File: config.mk
export PLATFORM = sky130hd
export DESIGN_NAME = wel_ctrl
export DESIGN_NICKNAME = d
export VERILOG_FILES = /design/src/rtl/wel_pkg.sv /design/src/rtl/wel_sync.sv /design/src/rtl/wel_spi_rx.sv /design/src/rtl/wel_decode.sv /design/src/rtl/wel_state.sv /design/src/rtl/wel_ctrl.sv
export SDC_FILE = /design/constraint.sdc
export NUM_CORES = 1
export LEC_CHECK = 0
export BUFFER_PORTS_ARGS = -buffer_cell sky130_fd_sc_hd__buf_2
export CAP_MARGIN = 0
export CORE_MARGIN = 10
export CORE_UTILIZATION = 24
export DETAILED_ROUTE_END_ITERATION = 8
export PLACE_DENSITY_LB_ADDON = 0.12
export SLEW_MARGIN = 20
export SYNTH_ARGS = -nofsm -noshare
export SYNTH_HDL_FRONTEND = slang
export SYNTH_HIERARCHICAL = 1
export SYNTH_SLANG_ARGS = --single-unit
File: constraint.sdc
create_clock -name clk -period 1.85 [get_ports clk]
set_clock_uncertainty 0.2 [all_clocks]
set_input_delay 0.0925 -clock clk [delete_from_list [all_inputs] [get_ports clk]]
set_output_delay 0.0925 -clock clk [all_outputs]
set_load 0.02 [all_outputs]
File: src/rtl/wel_pkg.sv
package wel_pkg;

    localparam int OPC_W = 8;

    typedef logic [OPC_W-1:0] opcode_t;

    localparam opcode_t OPC_ENABLE  = 8'h06;
    localparam opcode_t OPC_DISABLE = 8'h04;
    localparam opcode_t OPC_PROGRAM = 8'h02;
    localparam opcode_t OPC_SECTOR  = 8'hD8;
    localparam opcode_t OPC_BULK    = 8'hC7;
    localparam opcode_t OPC_STATUS  = 8'h01;

    typedef enum logic [1:0] {
        CLS_NONE    = 2'd0,
        CLS_ENABLE  = 2'd1,
        CLS_DISABLE = 2'd2,
        CLS_MODIFY  = 2'd3
    } cmd_class_e;

    typedef enum logic [1:0] {
        MOD_PROGRAM = 2'd0,
        MOD_SECTOR  = 2'd1,
        MOD_BULK    = 2'd2,
        MOD_STATUS  = 2'd3
    } mod_kind_e;

    typedef struct packed {
        cmd_class_e cls;
        mod_kind_e  kind;
    } cmd_t;

    // Events produced by the serial receiver, one cycle wide.
    typedef struct packed {
        logic    opc_valid;   // eighth bit just sampled
        opcode_t opc;         // first byte of the current / last frame
        logic    frame_end;   // select returned high
        logic    exact;       // frame_end after exactly OPC_W bits
    } rx_evt_t;

    function automatic cmd_t classify(opcode_t op);
        cmd_t c;
        c.cls  = CLS_NONE;
        c.kind = MOD_PROGRAM;
        case (op)
            OPC_ENABLE:  c.cls = CLS_ENABLE;
            OPC_DISABLE: c.cls = CLS_DISABLE;
            OPC_PROGRAM: begin c.cls = CLS_MODIFY; c.kind = MOD_PROGRAM; end
            OPC_SECTOR:  begin c.cls = CLS_MODIFY; c.kind = MOD_SECTOR;  end
            OPC_BULK:    begin c.cls = CLS_MODIFY; c.kind = MOD_BULK;    end
            OPC_STATUS:  begin c.cls = CLS_MODIFY; c.kind = MOD_STATUS;  end
            default:     c.cls = CLS_NONE;
        endcase
        return c;
    endfunction

endpackage

File: src/rtl/wel_sync.sv
module wel_sync #(
    parameter int               WIDTH   = 3,
    parameter int               STAGES  = 2,
    parameter logic [WIDTH-1:0] RST_VAL = '0
) (
    input  logic             clk,
    input  logic             rst,
    input  logic [WIDTH-1:0] d,
    output logic [WIDTH-1:0] q
);
    logic [WIDTH-1:0] stg [STAGES];

    always_ff @(posedge clk) begin
        if (rst) stg[0] <= RST_VAL;
        else     stg[0] <= d;
    end

    for (genvar g = 1; g < STAGES; g++) begin : g_stage
        always_ff @(posedge clk) begin
            if (rst) stg[g] <= RST_VAL;
            else     stg[g] <= stg[g-1];
        end
    end

    assign q = stg[STAGES-1];
endmodule

File: src/rtl/wel_spi_rx.sv
module wel_spi_rx
    import wel_pkg::*;
(
    input  logic    clk,
    input  logic    rst,
    input  logic    cs_n_s,
    input  logic    sclk_s,
    input  logic    mosi_s,
    output rx_evt_t evt
);
    localparam int CNT_W = $clog2(OPC_W + 2);
    localparam logic [CNT_W-1:0] CNT_LAST = CNT_W'(OPC_W - 1);
    localparam logic [CNT_W-1:0] CNT_FULL = CNT_W'(OPC_W);
    localparam logic [CNT_W-1:0] CNT_OVER = CNT_W'(OPC_W + 1);

    logic             sclk_q, cs_q;
    logic             sclk_rise, cs_rise;
    logic [CNT_W-1:0] cnt;
    logic [OPC_W-1:0] shreg;
    logic [OPC_W-1:0] next_byte;

    assign sclk_rise = sclk_s & ~sclk_q;
    assign cs_rise   = cs_n_s & ~cs_q;
    assign next_byte = {shreg[OPC_W-2:0], mosi_s};

    always_ff @(posedge clk) begin
        if (rst) begin
            sclk_q <= 1'b0;
            cs_q   <= 1'b1;
        end else begin
            sclk_q <= sclk_s;
            cs_q   <= cs_n_s;
        end
    end

    // bit counter saturates one past a full byte so longer frames stay distinguishable
    always_ff @(posedge clk) begin
        if (rst || cs_n_s)
            cnt <= '0;
        else if (sclk_rise && cnt != CNT_OVER)
            cnt <= cnt + 1'b1;
    end

    always_ff @(posedge clk) begin
        if (rst)
            shreg <= '0;
        else if (sclk_rise && !cs_n_s && cnt < CNT_FULL)
            shreg <= next_byte;
    end

    always_ff @(posedge clk) begin
        if (rst) begin
            evt <= '0;
        end else begin
            evt.opc_valid <= sclk_rise && !cs_n_s && (cnt == CNT_LAST);
            if (sclk_rise && !cs_n_s && (cnt == CNT_LAST))
                evt.opc <= next_byte;
            evt.frame_end <= cs_rise;
            evt.exact     <= cs_rise && (cnt == CNT_FULL);
        end
    end
endmodule

File: src/rtl/wel_decode.sv
module wel_decode
    import wel_pkg::*;
(
    input  rx_evt_t evt,
    output cmd_t    cmd
);
    always_comb cmd = classify(evt.opc);
endmodule

File: src/rtl/wel_state.sv
module wel_state
    import wel_pkg::*;
(
    input  logic      clk,
    input  logic      rst,
    input  rx_evt_t   evt,
    input  cmd_t      cmd,
    input  logic      op_done,
    output logic      wel,
    output logic      busy,
    output logic      start_valid,
    output mod_kind_e start_kind
);
    always_ff @(posedge clk) begin
        if (rst) begin
            wel         <= 1'b0;
            busy        <= 1'b0;
            start_valid <= 1'b0;
            start_kind  <= MOD_PROGRAM;
        end else begin
            start_valid <= 1'b0;
            if (busy) begin
                if (op_done) begin
                    busy <= 1'b0;
                    wel  <= 1'b0;
                end
            end else begin
                if (evt.opc_valid && cmd.cls == CLS_MODIFY && wel) begin
                    start_valid <= 1'b1;
                    start_kind  <= cmd.kind;
                    busy        <= 1'b1;
                end
                if (evt.frame_end && evt.exact) begin
                    case (cmd.cls)
                        CLS_ENABLE:  wel <= 1'b1;
                        CLS_DISABLE: wel <= 1'b0;
                        default:     ;
                    endcase
                end
            end
        end
    end
endmodule

File: src/rtl/wel_ctrl.sv
module wel_ctrl
    import wel_pkg::*;
#(
    parameter int SYNC_STAGES = 2
) (
    input  logic       clk,
    input  logic       rst,
    input  logic       spi_cs_n,
    input  logic       spi_sclk,
    input  logic       spi_mosi,
    output logic       spi_miso,
    output logic       spi_miso_oe,
    input  logic       op_done,
    output logic       start_valid,
    output logic [1:0] start_kind,
    output logic       wel,
    output logic       busy
);
    logic [2:0] pins_s;
    rx_evt_t    evt;
    cmd_t       cmd;
    mod_kind_e  kind;
    logic       frame_ok;

    wel_sync #(.WIDTH(3), .STAGES(SYNC_STAGES), .RST_VAL(3'b100)) u_sync (
        .clk (clk),
        .rst (rst),
        .d   ({spi_cs_n, spi_sclk, spi_mosi}),
        .q   (pins_s)
    );

    wel_spi_rx u_rx (
        .clk    (clk),
        .rst    (rst),
        .cs_n_s (pins_s[2]),
        .sclk_s (pins_s[1]),
        .mosi_s (pins_s[0]),
        .evt    (evt)
    );

    wel_decode u_dec (
        .evt (evt),
        .cmd (cmd)
    );

    wel_state u_st (
        .clk         (clk),
        .rst         (rst),
        .evt         (evt),
        .cmd         (cmd),
        .op_done     (op_done),
        .wel         (wel),
        .busy        (busy),
        .start_valid (start_valid),
        .start_kind  (kind)
    );

    assign frame_ok    = evt.frame_end & evt.exact;
    assign start_kind  = kind;
    assign spi_miso    = 1'b0;
    assign spi_miso_oe = 1'b0;
endmodule

## Word level (Yosys, flattened, before mapping)

Memories as Yosys holds them, arrays and structs flattened.
Cells that the tools add are included.

| operators by class | value |
|---|---|
| add/subtract/negate cells | 1 |
| order comparisons | 1 |
| equal/unequal tests | 13 |
| multiplexer cells | 14 |
| bitwise operators | 7 |
| reduce and logical (&&, ||, !) cells | 16 |

Operator list:

| cell | number |
|---|---|
| 8-bit by 3-bit == test with 1-bit output (second input constant) | 2 |
| 8-bit == test (second input constant) | 2 |
| 2-bit case mux with 3 select lines | 2 |
| 1-bit 2-to-1 mux | 9 |
| 8-bit by 1-bit == test with 1-bit output (second input constant) | 1 |
| 8-bit by 2-bit == test with 1-bit output (second input constant) | 1 |
| 1-bit logical AND | 8 |
| 3-bit 2-to-1 mux | 2 |
| 4-bit by 1-bit adder with 4-bit output (second input constant) | 1 |
| 2-bit == test (second input constant) | 2 |
| 4-bit by 3-bit == test with 1-bit output (second input constant) | 1 |
| 4-bit == test (second input constant) | 1 |
| 4-bit less-than comparator (second input constant) | 1 |
| 4-bit inequality test (second input constant) | 1 |
| 4-bit OR reduction | 1 |
| 1-bit NOT | 3 |
| 3-bit AND reduction | 1 |
| 3-bit nonzero test | 1 |
| 1-bit bitwise AND | 2 |
| 2-bit by 1-bit == test with 1-bit output (second input constant) | 1 |
| 2-bit inequality test (second input constant) | 1 |
| 1-bit bitwise OR | 2 |
| 1-bit case mux with 2 select lines | 1 |
| 2-bit AND reduction | 1 |
| 4 further kinds | 4 |

| word-level totals | value |
|---|---|
| bits in registers | 29 |
| bits in writable memories | 6 |
| bits of input ports | 6 |
| output and inout bits | 7 |
| logic and storage cells | 65 |
| memories kept | 1 |

Memory list:

| memory | words | width | read ports | clocked after Yosys merged registers in | wr ports | RTL line | text |
|---|---|---|---|---|---|---|---|
| u_sync.stg | 2 | 3 | 2 | 0 | 2 | wel_sync.sv:11 | `logic [WIDTH-1:0] stg [STAGES];` |

## Depth between registers and ports, before layout

Gate-level depths: netlist of the first run.

| logic depth | value |
|---|---|
| depth after elaboration | 8 |
| gate-level depth with buffers | 6 |
| mapped depth without buffers | 6 |

## Hierarchy

The synthesis of the first run kept the hierarchy.

Modules (own cells, without submodules):

| module | times used | cells an instance | area an instance (µm²) | sequential area each (µm²) |
|---|---|---|---|---|
| wel_spi_rx | 1 | 96 | 1,016.0 | 480.5 |
| wel_state | 1 | 24 | 224.0 | 100.1 |
| wel_decode | 1 | 24 | 167.7 | 0.0 |
| wel_sync | 1 | 12 | 157.7 | 120.1 |
| wel_ctrl | 1 | 3 | 18.8 | 0.0 |

## Worst setup path after synthesis of the first run

No wires, ideal clock.

| timing path | value |
|---|---|
| path kind | register to register |
| start point | reg, netlist name u_rx/evt[2] |
| end point | reg u_st.wel |
| setup time | 0.074 ns |
| arrival | 1.725 ns |
| required time | 1.576 ns |
| setup slack | -0.150 ns |
| stages on the path, launching flop included | 6 |
| path buffers | 0 |
| period minus slack after synthesis | 2.000 ns |
| path through | dfxtp_1 -> nand3b_1 -> o2bb2a_1 -> o311ai_1 -> or4b_1 -> a31oi_1 |

RTL lines:

| element | RTL line | text |
|---|---|---|
| end signal, assigned | wel_state.sv:16 | `wel <= 1'b0;` |
| end signal, assigned | wel_state.sv:25 | `wel <= 1'b0;` |
| end signal, assigned | wel_state.sv:35 | `CLS_ENABLE: wel <= 1'b1;` |
| end, declared | wel_state.sv:9 | `output logic wel,` |

==> results of run 1 <==
-- cell usage after synthesis, types with 2 or more instances --
| cell type | n | area (um2) |
|---|---|---|
| sky130_fd_sc_hd__nand2_1 | 5 | 18.8 |
| sky130_fd_sc_hd__mux2i_1 | 18 | 180 |
| sky130_fd_sc_hd__nor2b_1 | 6 | 37.5 |
| sky130_fd_sc_hd__a21oi_1 | 4 | 20.0 |
| sky130_fd_sc_hd__nor4b_2 | 2 | 30.0 |
| sky130_fd_sc_hd__ha_1 | 3 | 37.5 |
| sky130_fd_sc_hd__dfxtp_1 | 35 | 701 |
| sky130_fd_sc_hd__nor2_1 | 12 | 45.0 |
| sky130_fd_sc_hd__nor3_1 | 2 | 10.0 |
| sky130_fd_sc_hd__nand4_1 | 3 | 18.8 |
| sky130_fd_sc_hd__o21ai_0 | 5 | 25.0 |
| sky130_fd_sc_hd__nand2b_1 | 21 | 131 |
| sky130_fd_sc_hd__buf_4 | 4 | 30.0 |
| sky130_fd_sc_hd__and3b_1 | 2 | 17.5 |
| sky130_fd_sc_hd__inv_1 | 4 | 15.0 |
| sky130_fd_sc_hd__or2_1 | 2 | 12.5 |
| sky130_fd_sc_hd__or3_1 | 3 | 18.8 |
-- repair_timing --
action,4_1_cts,5_1_grt
hold endpoints to repair,5,0
setup endpoints to repair,5,5
buffers inserted,0,0
pin swaps,1,1
resized for setup,2,5
hold buffers,4,0
-- worst max-delay path by stage --
stage | startpoint | endpoint | slack [ns] | cells past startpoint
detailed placement | u_rx/evt[6] | u_st/start_kind[0] | -0.11 | 6
floorplan | u_rx/evt[6] | u_st/start_kind[0] | -0.01 | 6
global route | u_rx/evt[6] | u_st/start_kind[1] | -0.14 | 6
finish | u_rx/evt[5] | u_st/wel | -0.07 | 5
CTS | u_rx/evt[6] | u_st/start_kind[1] | -0.09 | 6
global placement | u_rx/evt[6] | u_st/start_kind[1] | -0.07 | 6
-- per-stage QoR --
step / utilization, % / std cells / setup TNS [ns] / hold slack, ns
3_3_place_gp: 28.5 / 253 / -0.206 / 0.0675
5_1_grt: 31.3 / 265 / -0.522 / 0.139
4_1_cts: 31.0 / 265 / -0.314 / 0.111
2_1_floorplan: - / 160 / -0.0358 / -0.0384
3_5_place_dp: 28.5 / 253 / -0.317 / 0.0760
6_report: 31.3 / 265 / -0.113 / 0.0894
-- report_power, final --
group	total, uW	leakage, uW	switching, uW	internal, uW
logic	52.6	0.000408	26.7	26.0
clock network	676	0.0000581	275	401
registers	769	0.000286	6.62	763
-- layout make-up --
cell class              count  area [um2]  share of cell area (%)
repair buffers             27         188                    9.39
inverters                   4        15.0                   0.751
well taps                  77        96.3                    4.82
multi-input cells         114         881                    44.1
clock buffers               5        68.8                    3.44
clock inverters             3        43.8                    2.19
flip-flops and latches     35         706                    35.3
-- cells by family (layout without fill, tap and decap cells) --
kind of cell	Yosys count	after routing	synth area share, %
AO/OA/AOI/OAI	19	19	7.90
AND/OR/NAND/NOR	71	71	29.2
flip-flops	35	35	44.2
adder cells (fa/ha/maj)	3	3	2.37
buffers and inverters	11	39	4.11
other	1	2	0.237
XOR/XNOR	1	1	0.553
multiplexers	18	18	11.4
-- layer usage --
metal  part of all wire [%]  vias to the layer above  wire length [um]
met5                      0                        -                 0
met4                    1.6                        0                48
met3                    4.4                        5               135
met2                     47                       12              1440
met1                     47                      540              1450
li1                       -                      604                 -
-- state kept, by name, indices dropped and copies added, names as in the netlist --
signal	cells
u_rx/evt	11
u_rx/shreg	7
u_sync/stg	6
u_rx/cnt	4
u_st/start_kind	2
u_rx/cs_q	1
u_rx/sclk_q	1
u_st/busy	1
u_st/start_valid	1
u_st/wel	1
==> impl_summary.log, run 1 <==
INFO  metric mostFrequentLayoutCell = sky130_fd_sc_hd__dfxtp_1
INFO  metric async_s_r_ff_share_synth = 0%
INFO  metric period_share = 104%
INFO  metric grt_first_pass_wirelength = 5420 um
INFO  metric p_total = 1500 uW
INFO  metric crit-reg2reg-launch = u_rx/evt[5]
INFO  metric initial_antenna_violation_count = 0
INFO  metric pin_count = 13
INFO  metric standard_cell_with_the_maximum_stage_delay_on_the_critical_path = sky130_fd_sc_hd__or4b_1
INFO  metric total_global_routing_track_utilization = 6.54%
INFO  metric worst_ir_drop_vdd = 0.386 mV
INFO  metric worst-slew-pin-transition = 0.569 ns
INFO  metric clk_root_buffer_cell = sky130_fd_sc_hd__clkbuf_8
INFO  metric dp_slack = -0.105 ns
INFO  metric synth_flop_cell = sky130_fd_sc_hd__dfxtp_1
INFO  metric clock_insertion_delay_worst_skew = 0.29 ns
INFO  metric start_kind = register
INFO  metric mostFrequentLayoutCells = sky130_fd_sc_hd__dfxtp_1 (31), sky130_fd_sc_hd__nand2b_1 (21), sky130_fd_sc_hd__mux2i_1 (18), sky130_fd_sc_hd__buf_4 (13), sky130_fd_sc_hd__nor2_1 (12)
INFO  metric min_period = 1.92 ns
INFO  metric setup_viol_count_final = 3
INFO  metric path_clk_slew = 0.07 ns
INFO  metric cts_bufs_inserted = 5
INFO  metric grt_residual_overflow = 0
INFO  metric grt.met3_usage = 3.06%
INFO  metric drt-total-wl = 3080 um
INFO  metric r2r_setup_slack = -0.07 ns
INFO  metric final-max-slew-violation-count = 0
INFO  metric die_area = 10200 um2
INFO  metric drt_pre_antenna_iters = 3
INFO  metric drc = 0
INFO  metric hold_path_end = u_st/start_valid
INFO  metric layout-area-overhead-vs-synth = 26.1%
INFO  metric synth_enable_flop_cells = 0
INFO  metric die-width = 101 um
INFO  metric rsz0062_at_grt = yes
INFO  metric n_fill_cell = 670
INFO  metric core_area = 6390 um2
INFO  metric grt_max_degree = 41
INFO  metric layout_setup_ws = -0.0706 ns
INFO  metric die_height = 101 um
INFO  metric finalWeightedCongestion = 0.704
INFO  metric unique_cell_type_count_in_the_yosys_netlist = 45
INFO  metric cpPeakStageDelay = 0.45 ns
INFO  metric hold_path.startpoint = rst
INFO  metric cts_max_level = 2
INFO  metric finalHoldViolations = 0
INFO  metric cp.arrival = 1.93 ns
INFO  metric ys.warnings.count = 6
INFO  metric buffer_and_inverter_count_on_the_worst_path = 0
INFO  metric post-dp-hpwl = 2260 um
INFO  metric floorplan.initialDensity = 24.8%
INFO  metric timing.slew.headroom = 62.1%
INFO  metric holdCritPathClass = input port to register
INFO  metric synth_area_per_cell = 9.96 um2
INFO  metric detail_route.wl_per_cell = 11.6 um
INFO  metric path_class = register to register
INFO  metric drt-vias-per-instance = 4.38
INFO  metric grt.met2_usage = 10.4%
INFO  metric required_arrival_time_at_the_worst_endpoint = 1.86 ns
INFO  metric placementRows = 29
INFO  metric reg_to_reg_end = u_st/wel
INFO  metric cp_max_fanout = 5
INFO  metric layout.nets = 196
INFO  metric via_count = 1161
INFO  metric reg2reg_depth = 5
INFO  metric synth.yosys.seq_area_share = 44.2%
INFO  metric power.leakage = 0.000752 uW
INFO  metric critical-path-top-delay-family = simple AND/OR/NAND/NOR gates
INFO  metric drive_gt1_share = 25.5%
INFO  metric grt_pass1_vias = 1187
INFO  metric p_per_area = 750 nW/um2
INFO  metric outcome = finished, violations left
INFO  metric number_of_standard_cells_after_synthesis = 159
INFO  metric violations = setup timing
INFO  metric achievable-frequency = 521 MHz
INFO  metric grtUsageMet1 = 7.41%
INFO  metric critical_path.cell_chain = nor3b_4 -> o2bb2a_4 -> o311ai_4 -> or4b_1 -> a31oi_1
INFO  metric cts.sink_count = 35
INFO  metric antenna-diode-count = 0
INFO  metric worstSetupEndpointType = register
INFO  metric synth_seq_cells = 35
INFO  metric ctsLongestPathBuffers = 2
INFO  metric numPortBuffers = 10
INFO  metric drtAntennaViolNets = 0
INFO  metric min_delay_path_depth = 2
INFO  metric drv_cap = 0
INFO  metric netlist_area = 1580 um2
INFO  metric final_instance_area = 2000 um2
INFO  metric initialDrtViolationCount = 45
INFO  metric grt-busiest-layer = met2
INFO  metric cts_tree = done
INFO  metric dpl_cell_area = 1820 um2
(Power assumes the default switching activity.)
==> run 2, diff against run 1 <==
CELL_PAD_IN_SITES_DETAIL_PLACEMENT = 0   (was unset)
CELL_PAD_IN_SITES_GLOBAL_PLACEMENT = 1   (was unset)
PLACE_DENSITY = 0.57   (was unset)
PLACE_DENSITY_LB_ADDON = unset   (was 0.12)
==> impl_summary.log, run 2 (synthesized netlist as in run 1, its figures left out) <==
INFO  metric holdCritPathClass = input port to register
INFO  metric cts_tree = done
INFO  metric clock_power_share = 45.2% (about the same)
INFO  metric reg2reg_depth = 6 (+1)
INFO  metric achievable-frequency = 526 MHz (+0.99%)
INFO  metric clock_insertion_delay_worst_skew = 0.28 ns (about the same)
INFO  metric violations = setup timing
INFO  metric drtAntennaViolNets = 0 (unchanged)
INFO  metric drt-vias-per-instance = 4.21 (-3.9%)
INFO  metric grt_first_pass_wirelength = 4950 um (-8.7%)
INFO  metric mostFrequentLayoutCells = sky130_fd_sc_hd__dfxtp_1 (31), sky130_fd_sc_hd__nand2b_1 (21), sky130_fd_sc_hd__mux2i_1 (18), sky130_fd_sc_hd__buf_4 (14), sky130_fd_sc_hd__nor2_1 (12)
INFO  metric layout.nets = 197 (+0.51%)
INFO  metric cts_max_level = 2 (unchanged)
INFO  metric setup_tns = -0.148 ns (-0.0353 ns)
INFO  metric min_period = 1.90 ns (-0.0188 ns)
INFO  metric cts_bufs_inserted = 5 (unchanged)
INFO  metric final-max-slew-violation-count = 0 (unchanged)
INFO  metric reg_to_reg_end = u_st/start_kind[0]
INFO  metric placementRows = 29 (unchanged)
INFO  metric netSwitchingFraction = 20.7% (+0.11 points)
INFO  metric core_area = 6390 um2 (unchanged)
INFO  metric worst_ir_drop_vdd = 0.471 mV (+22%)
INFO  metric grt_max_degree = 27 (-34%)
INFO  metric grt_residual_overflow = 0 (unchanged)
INFO  metric required_arrival_time_at_the_worst_endpoint = 1.86 ns (about the same)
INFO  metric worstSetupEndpointType = register
INFO  metric power.share.sequential = 51.1% (-0.3 points)
INFO  metric detail_route.wirelength.met1 = 1500 um (+3.2%)
INFO  metric drv_cap = 0 (unchanged)
INFO  metric initial_antenna_violation_count = 0 (unchanged)
INFO  metric r2r_setup_slack = -0.05 ns (+0.02 ns)
INFO  metric antenna-diode-count = 0 (unchanged)
INFO  metric cts.sink_count = 35 (unchanged)
INFO  metric outcome = finished, violations left
INFO  metric post-dp-hpwl = 2040 um (-9.3%)
INFO  metric numPortBuffers = 10 (unchanged)
INFO  metric crit-reg2reg-launch = u_rx/evt[6]
INFO  metric power.leakage = 0.000757 uW (+0.73%)
INFO  metric wl_met3 = 195 um (+44%)
INFO  metric rsz0062_at_grt = yes
INFO  metric cpPeakStageDelay = 0.40 ns (-0.05 ns)
INFO  metric die_area = 10200 um2 (unchanged)
INFO  metric dp_slack = -0.0991 ns (+0.00593 ns)
INFO  metric reg.largest.list = u_rx/evt (11), u_rx/shreg (7), u_sync/stg (6)
INFO  metric cp.arrival = 1.92 ns (about the same)
INFO  metric initialDrtViolationCount = 39 (-13%)
INFO  metric setup_viol_count_final = 3 (unchanged)
INFO  metric path_clk_slew = 0.07 ns (about the same)
INFO  metric critical_path.cell_chain = or3b_4 -> o22ai_2 -> o2bb2ai_2 -> nor2b_4 -> and4_4 -> mux2i_1
INFO  metric internal = 1190 uW (about the same)
INFO  metric mostFrequentLayoutCell = sky130_fd_sc_hd__dfxtp_1
INFO  metric period_share = 103% (-1.0 points)
INFO  metric start_kind = register
INFO  metric p_total = 1500 uW (+0.23%)
INFO  metric netSwitchingPower = 311 uW (+0.75%)
INFO  metric standard_cell_with_the_maximum_stage_delay_on_the_critical_path = sky130_fd_sc_hd__or3b_4
INFO  metric largest_reg_flops = 11 (unchanged)
INFO  metric n_fill_cell = 663 (-1.0%)
INFO  metric pwr-share-comb = 3.7% (+0.2 points)
INFO  metric path_class = register to register
INFO  metric p_per_area = 748 nW/um2 (-0.27%)
INFO  metric dr.max_layer_used = met4
INFO  metric hold_path_end = u_sync/stg[1][0]
INFO  metric die-width = 101 um (unchanged)
INFO  metric min_delay_path_depth = 2 (unchanged)
INFO  metric drt_pre_antenna_iters = 4 (+1)
INFO  metric layout-area-overhead-vs-synth = 26.8%
INFO  metric layout_setup_ws = -0.0519 ns (+0.0188 ns)
INFO  metric pin_count = 13 (unchanged)
INFO  metric drive_gt1_share = 25.9% (+0.39 points)
INFO  metric total_global_routing_track_utilization = 5.90% (-0.65 points)
INFO  metric drc = 0 (unchanged)
INFO  metric routed-wl-met2 = 1140 um (-21%)
INFO  metric detail_route.wl_per_cell = 10.7 um (-7.6%)
INFO  metric grt_pass1_vias = 1056 (-11%)
INFO  metric finalHoldViolations = 0 (unchanged)
INFO  metric finalWeightedCongestion = 0.793 (+13%)
INFO  metric cp_max_fanout = 5 (unchanged)
INFO  metric via_count = 1120 (-3.5%)
INFO  metric ctsLongestPathBuffers = 2 (unchanged)
INFO  metric die_height = 101 um (unchanged)
INFO  metric drt-total-wl = 2850 um (-7.3%)
INFO  metric clk_root_buffer_cell = sky130_fd_sc_hd__clkbuf_8
INFO  metric floorplan.initialDensity = 24.8% (unchanged)
INFO  metric max_flop_register = u_rx/evt
INFO  metric hold_path.startpoint = rst
## run 2: how the worst max path moves through the flow
stage | startpoint | endpoint | slack [ns]
2_1_floorplan | u_rx/evt[6] | u_st/start_kind[0] | -0.01
3_3_place_gp | u_rx/evt[6] | u_st/start_kind[1] | -0.07
3_5_place_dp | u_rx/evt[6] | u_st/start_kind[1] | -0.1
4_1_cts | u_rx/evt[6] | u_st/start_kind[0] | -0.04
5_1_grt | u_rx/evt[6] | u_st/start_kind[0] | -0.13
6_report | u_rx/evt[6] | u_st/start_kind[0] | -0.05
## run 2: power by group through the flow
stage	Sequential, uW	Clock, uW	Combinational, uW
CTS	767	708	56.2
detailed placement	786	0	50.0
finish	767	678	56.0
global placement	787	0	49.8
global route	768	741	61.7
floorplan	787	0	34.7
## run 2: final cells by class
class                           count  area, um2  area share (%)
Clock inverter                      3       43.8            2.18
Inverter                            4       15.0           0.748
Timing Repair Buffer               28        195            9.72
Clock buffer                        5       68.8            3.43
Sequential cell                    35        708            35.3
Tap cell                           77       96.3            4.80
Multi-Input combinational cell    114        881            43.9
## run 2: per-layer routing
| layer | track usage [%] | vias to the layer above |
|---|---|---|
| li1 | - | 604 |
| met1 | 7.75 | 492 |
| met2 | 7.81 | 22 |
| met3 | 2.79 | 2 |
| met4 | 2.89 | 0 |
| met5 | 0 | - |
## run 2: through the flow
step	instances	hold slack, ns	utilization, %	area [um2]
after floorplan	160	-0.0384	-	1630
after global routing	266	0.0368	31.4	2010
after CTS	266	0.00763	31.3	2000
after detailed placement	253	0.0732	28.5	1820
final	266	0.0109	31.4	2010
after global placement	253	0.0708	28.5	1820
## run 2: repair_timing
item / 4_1_cts / 5_1_grt
hold endpoints to repair: 5 / 0
gates cloned: 0 / 0
hold buffers: 4 / 0
endpoints found under the setup margin: 3 / 5
resized for setup: 7 / 2
setup buffers: 1 / 0
pin swaps: 5 / 2
## run 2: worst max-delay path, delay by kind of cell, from the launching register on
kind            cells  cell delay [ns]
simple gates        3             0.79
flops               1             0.37
compound gates      2             0.31
mux                 1             0.16
==> run 3, diff against run 2 <==
==> constraint.sdc (replaced) <==
create_clock -name clk -period 1.85 [get_ports clk]
set_clock_uncertainty 0.2 [all_clocks]
set_input_delay 0.2775 -clock clk [delete_from_list [all_inputs] [get_ports clk]]
set_output_delay 0.2775 -clock clk [all_outputs]
set_load 0.02 [all_outputs]
==> impl_summary.log, run 3 (synthesized netlist as in run 1, its figures left out) <==
INFO  metric drt-vias-per-instance = 4.30 (+2.2%)
INFO  metric period_share = 103% (+0.21 points)
INFO  metric die-width = 101 um (unchanged)
INFO  metric detail_route.wl_per_cell = 11.5 um (+7.3%)
INFO  metric violations = setup timing
INFO  metric pin_count = 13 (unchanged)
INFO  metric layout_setup_ws = -0.0558 ns (-0.00397 ns)
INFO  metric detail_route.wirelength.met1 = 1460 um (-2.3%)
INFO  metric layout.nets = 195 (-1.0%)
INFO  metric ctsLongestPathBuffers = 2 (unchanged)
INFO  metric n_fill_cell = 670 (+1.1%)
INFO  metric grt_residual_overflow = 0 (unchanged)
INFO  metric path_clk_slew = 0.08 ns (about the same)
INFO  metric post-dp-hpwl = 2080 um (+1.8%)
INFO  metric rsz0062_at_grt = yes
INFO  metric routed-wl-met2 = 1350 um (+19%)
INFO  metric setup_viol_count_final = 3 (unchanged)
INFO  metric number_of_cells_in_the_finished_layout_apart_from_fillers = 264 (-0.75%)
INFO  metric drt-total-wl = 3040 um (+6.5%)
INFO  metric cts_tree = done
INFO  metric clock_insertion_delay_worst_skew = 0.29 ns (about the same)
INFO  metric finalHoldViolations = 0 (unchanged)
INFO  metric total_global_routing_track_utilization = 6.40% (+0.50 points)
INFO  metric min_delay_path_depth = 3 (+1)
INFO  metric start_kind = register
INFO  metric grt_pass1_vias = 1143 (+8.2%)
INFO  metric mostFrequentLayoutCell = sky130_fd_sc_hd__dfxtp_1
INFO  metric mostFrequentLayoutCells = sky130_fd_sc_hd__dfxtp_1 (30), sky130_fd_sc_hd__nand2b_1 (21), sky130_fd_sc_hd__mux2i_1 (18), sky130_fd_sc_hd__nor2_1 (12), sky130_fd_sc_hd__buf_4 (11)
INFO  metric min_period = 1.91 ns (+0.00397 ns)
INFO  metric dr.max_layer_used = met4
INFO  metric cp_max_fanout = 5 (unchanged)
INFO  metric dp_slack = -0.113 ns (-0.0134 ns)
INFO  metric clk_root_buffer_cell = sky130_fd_sc_hd__clkbuf_8
INFO  metric wl_met3 = 184 um (-5.6%)
INFO  metric reg.largest.list = u_rx/evt (11), u_rx/shreg (7), u_sync/stg (6)
INFO  metric drv_cap = 0 (unchanged)
INFO  metric via_count = 1136 (+1.4%)
INFO  metric drive_gt1_share = 27.3% (+1.3 points)
INFO  metric worst_ir_drop_vdd = 0.456 mV (-3.1%)
INFO  metric outcome = finished, violations left
INFO  metric achievable-frequency = 525 MHz (-0.21%)
INFO  metric holdCritPathClass = input port to register
INFO  metric drtAntennaViolNets = 0 (unchanged)
INFO  metric finalWeightedCongestion = 0.778 (-1.9%)
INFO  metric initial_antenna_violation_count = 0 (unchanged)
INFO  metric cts.sink_count = 35 (unchanged)
INFO  metric standard_cell_with_the_maximum_stage_delay_on_the_critical_path = sky130_fd_sc_hd__or3b_4
INFO  metric reg2reg_depth = 6 (unchanged)
INFO  metric layout-area-overhead-vs-synth = 29.3%
INFO  metric cts.repair_timing.setup_buffer_count = 0 (-1)
INFO  metric die_height = 101 um (unchanged)
INFO  metric critical_path.cell_chain = or3b_4 -> o22ai_4 -> o2bb2ai_4 -> nor2b_4 -> and4_4 -> mux2i_1
INFO  metric cpPeakStageDelay = 0.42 ns (+0.02 ns)
INFO  metric path_class = register to register
INFO  metric grt_max_degree = 25 (-7.4%)
INFO  metric numPortBuffers = 10 (unchanged)
INFO  metric final-max-slew-violation-count = 0 (unchanged)
INFO  metric antenna-diode-count = 0 (unchanged)
INFO  metric floorplan.initialDensity = 24.8% (unchanged)
INFO  metric initialDrtViolationCount = 41 (+5.1%)
INFO  metric largest_reg_flops = 11 (unchanged)
INFO  metric core_area = 6390 um2 (unchanged)
INFO  metric dpl.cell_count = 252 (-0.40%)
INFO  metric drc = 0 (unchanged)
INFO  metric drt_pre_antenna_iters = 4 (unchanged)
INFO  metric required_arrival_time_at_the_worst_endpoint = 1.88 ns (+0.02 ns)
INFO  metric die_area = 10200 um2 (unchanged)
INFO  metric cts_max_level = 2 (unchanged)
INFO  metric max_flop_register = u_rx/evt
INFO  metric cp.arrival = 1.93 ns (about the same)
INFO  metric power.leakage = 0.000757 uW (-0.11%)
INFO  metric grt_first_pass_wirelength = 5270 um (+6.5%)
INFO  metric cts_bufs_inserted = 5 (unchanged)
INFO  metric worstSetupEndpointType = register
INFO  metric p_per_area = 751 nW/um2 (+0.45%)
INFO  metric placementRows = 29 (unchanged)
INFO  metric setup_tns = -0.157 ns (-0.00937 ns)
-- run 3: cell count changes in the layout (fill, tap and decap cells not counted), sizes merged --
| cell | before | now |
|---|---|---|
| buf | 24 | 22 |
| inv | 4 | 5 |
| clkinv | 2 | 1 |
| clkdlybuf4s15 | 0 | 1 |
| dlygate4sd3 | 4 | 3 |
-- run 3: final cells by class --
class	count	area (um2)	share of cell area [%]
Timing Repair Buffer	26	194	9.47
Clock buffer	5	68.8	3.36
Multi-Input combinational cell	114	917	44.8
Clock inverter	3	47.5	2.32
Sequential cell	35	709	34.6
Inverter	4	15.0	0.733
Tap cell	77	96.3	4.70
-- run 3: power breakdown --
part | total [uW] | leakage (uW) | switching (uW) | internal [uW]
clock | 714 | 0.0000587 | 306 | 408
combinational | 56.6 | 0.000411 | 27.8 | 28.7
sequential | 768 | 0.000286 | 6.67 | 761
-- run 3: layer usage --
metal | global-route usage (%) | vias to the layer above
li1 | - | 603
met1 | 7.78 | 511
met4 | 3.22 | 0
met2 | 9.47 | 18
met5 | 0 | -
met3 | 2.65 | 4
-- run 3: path summary, 6_finish.rpt --
check                           slack (ns)                  to         from
worst max-delay path                 -0.06  u_st/start_kind[0]  u_rx/evt[5]
worst min-delay path                  0.08           u_st/busy      op_done
worst max register to register       -0.06  u_st/start_kind[0]  u_rx/evt[5]
worst min register to register        0.21         u_rx/evt[1]    u_rx/cs_q
-- run 3: critical path: cells and delay by family (launching register included) --
kind / cells / cell delay [ns]
compound gates: 2 / 0.33
mux: 1 / 0.17
simple gates: 3 / 0.79
flops: 1 / 0.35
-- run 3: stage by stage --
step / util [%] / power, uW / area, um2 / hold slack, ns
6_report: 32.1 / 1540 / 2050 / 0.0766
5_1_grt: 32.1 / 1620 / 2050 / 0.0685
4_1_cts: 31.2 / 1570 / 1990 / 0.0532
3_5_place_dp: 28.6 / 839 / 1820 / 0.188
3_3_place_gp: 28.6 / 838 / 1820 / 0.190
2_1_floorplan: - / 822 / 1630 / 0.147
-- run 3: timing repair --
item,CTS,global route
cloned,0,1
pin swaps,7,1
resized for setup,7,8
setup endpoints to repair,3,6
hold buffers,3,0
hold endpoints to repair,3,0
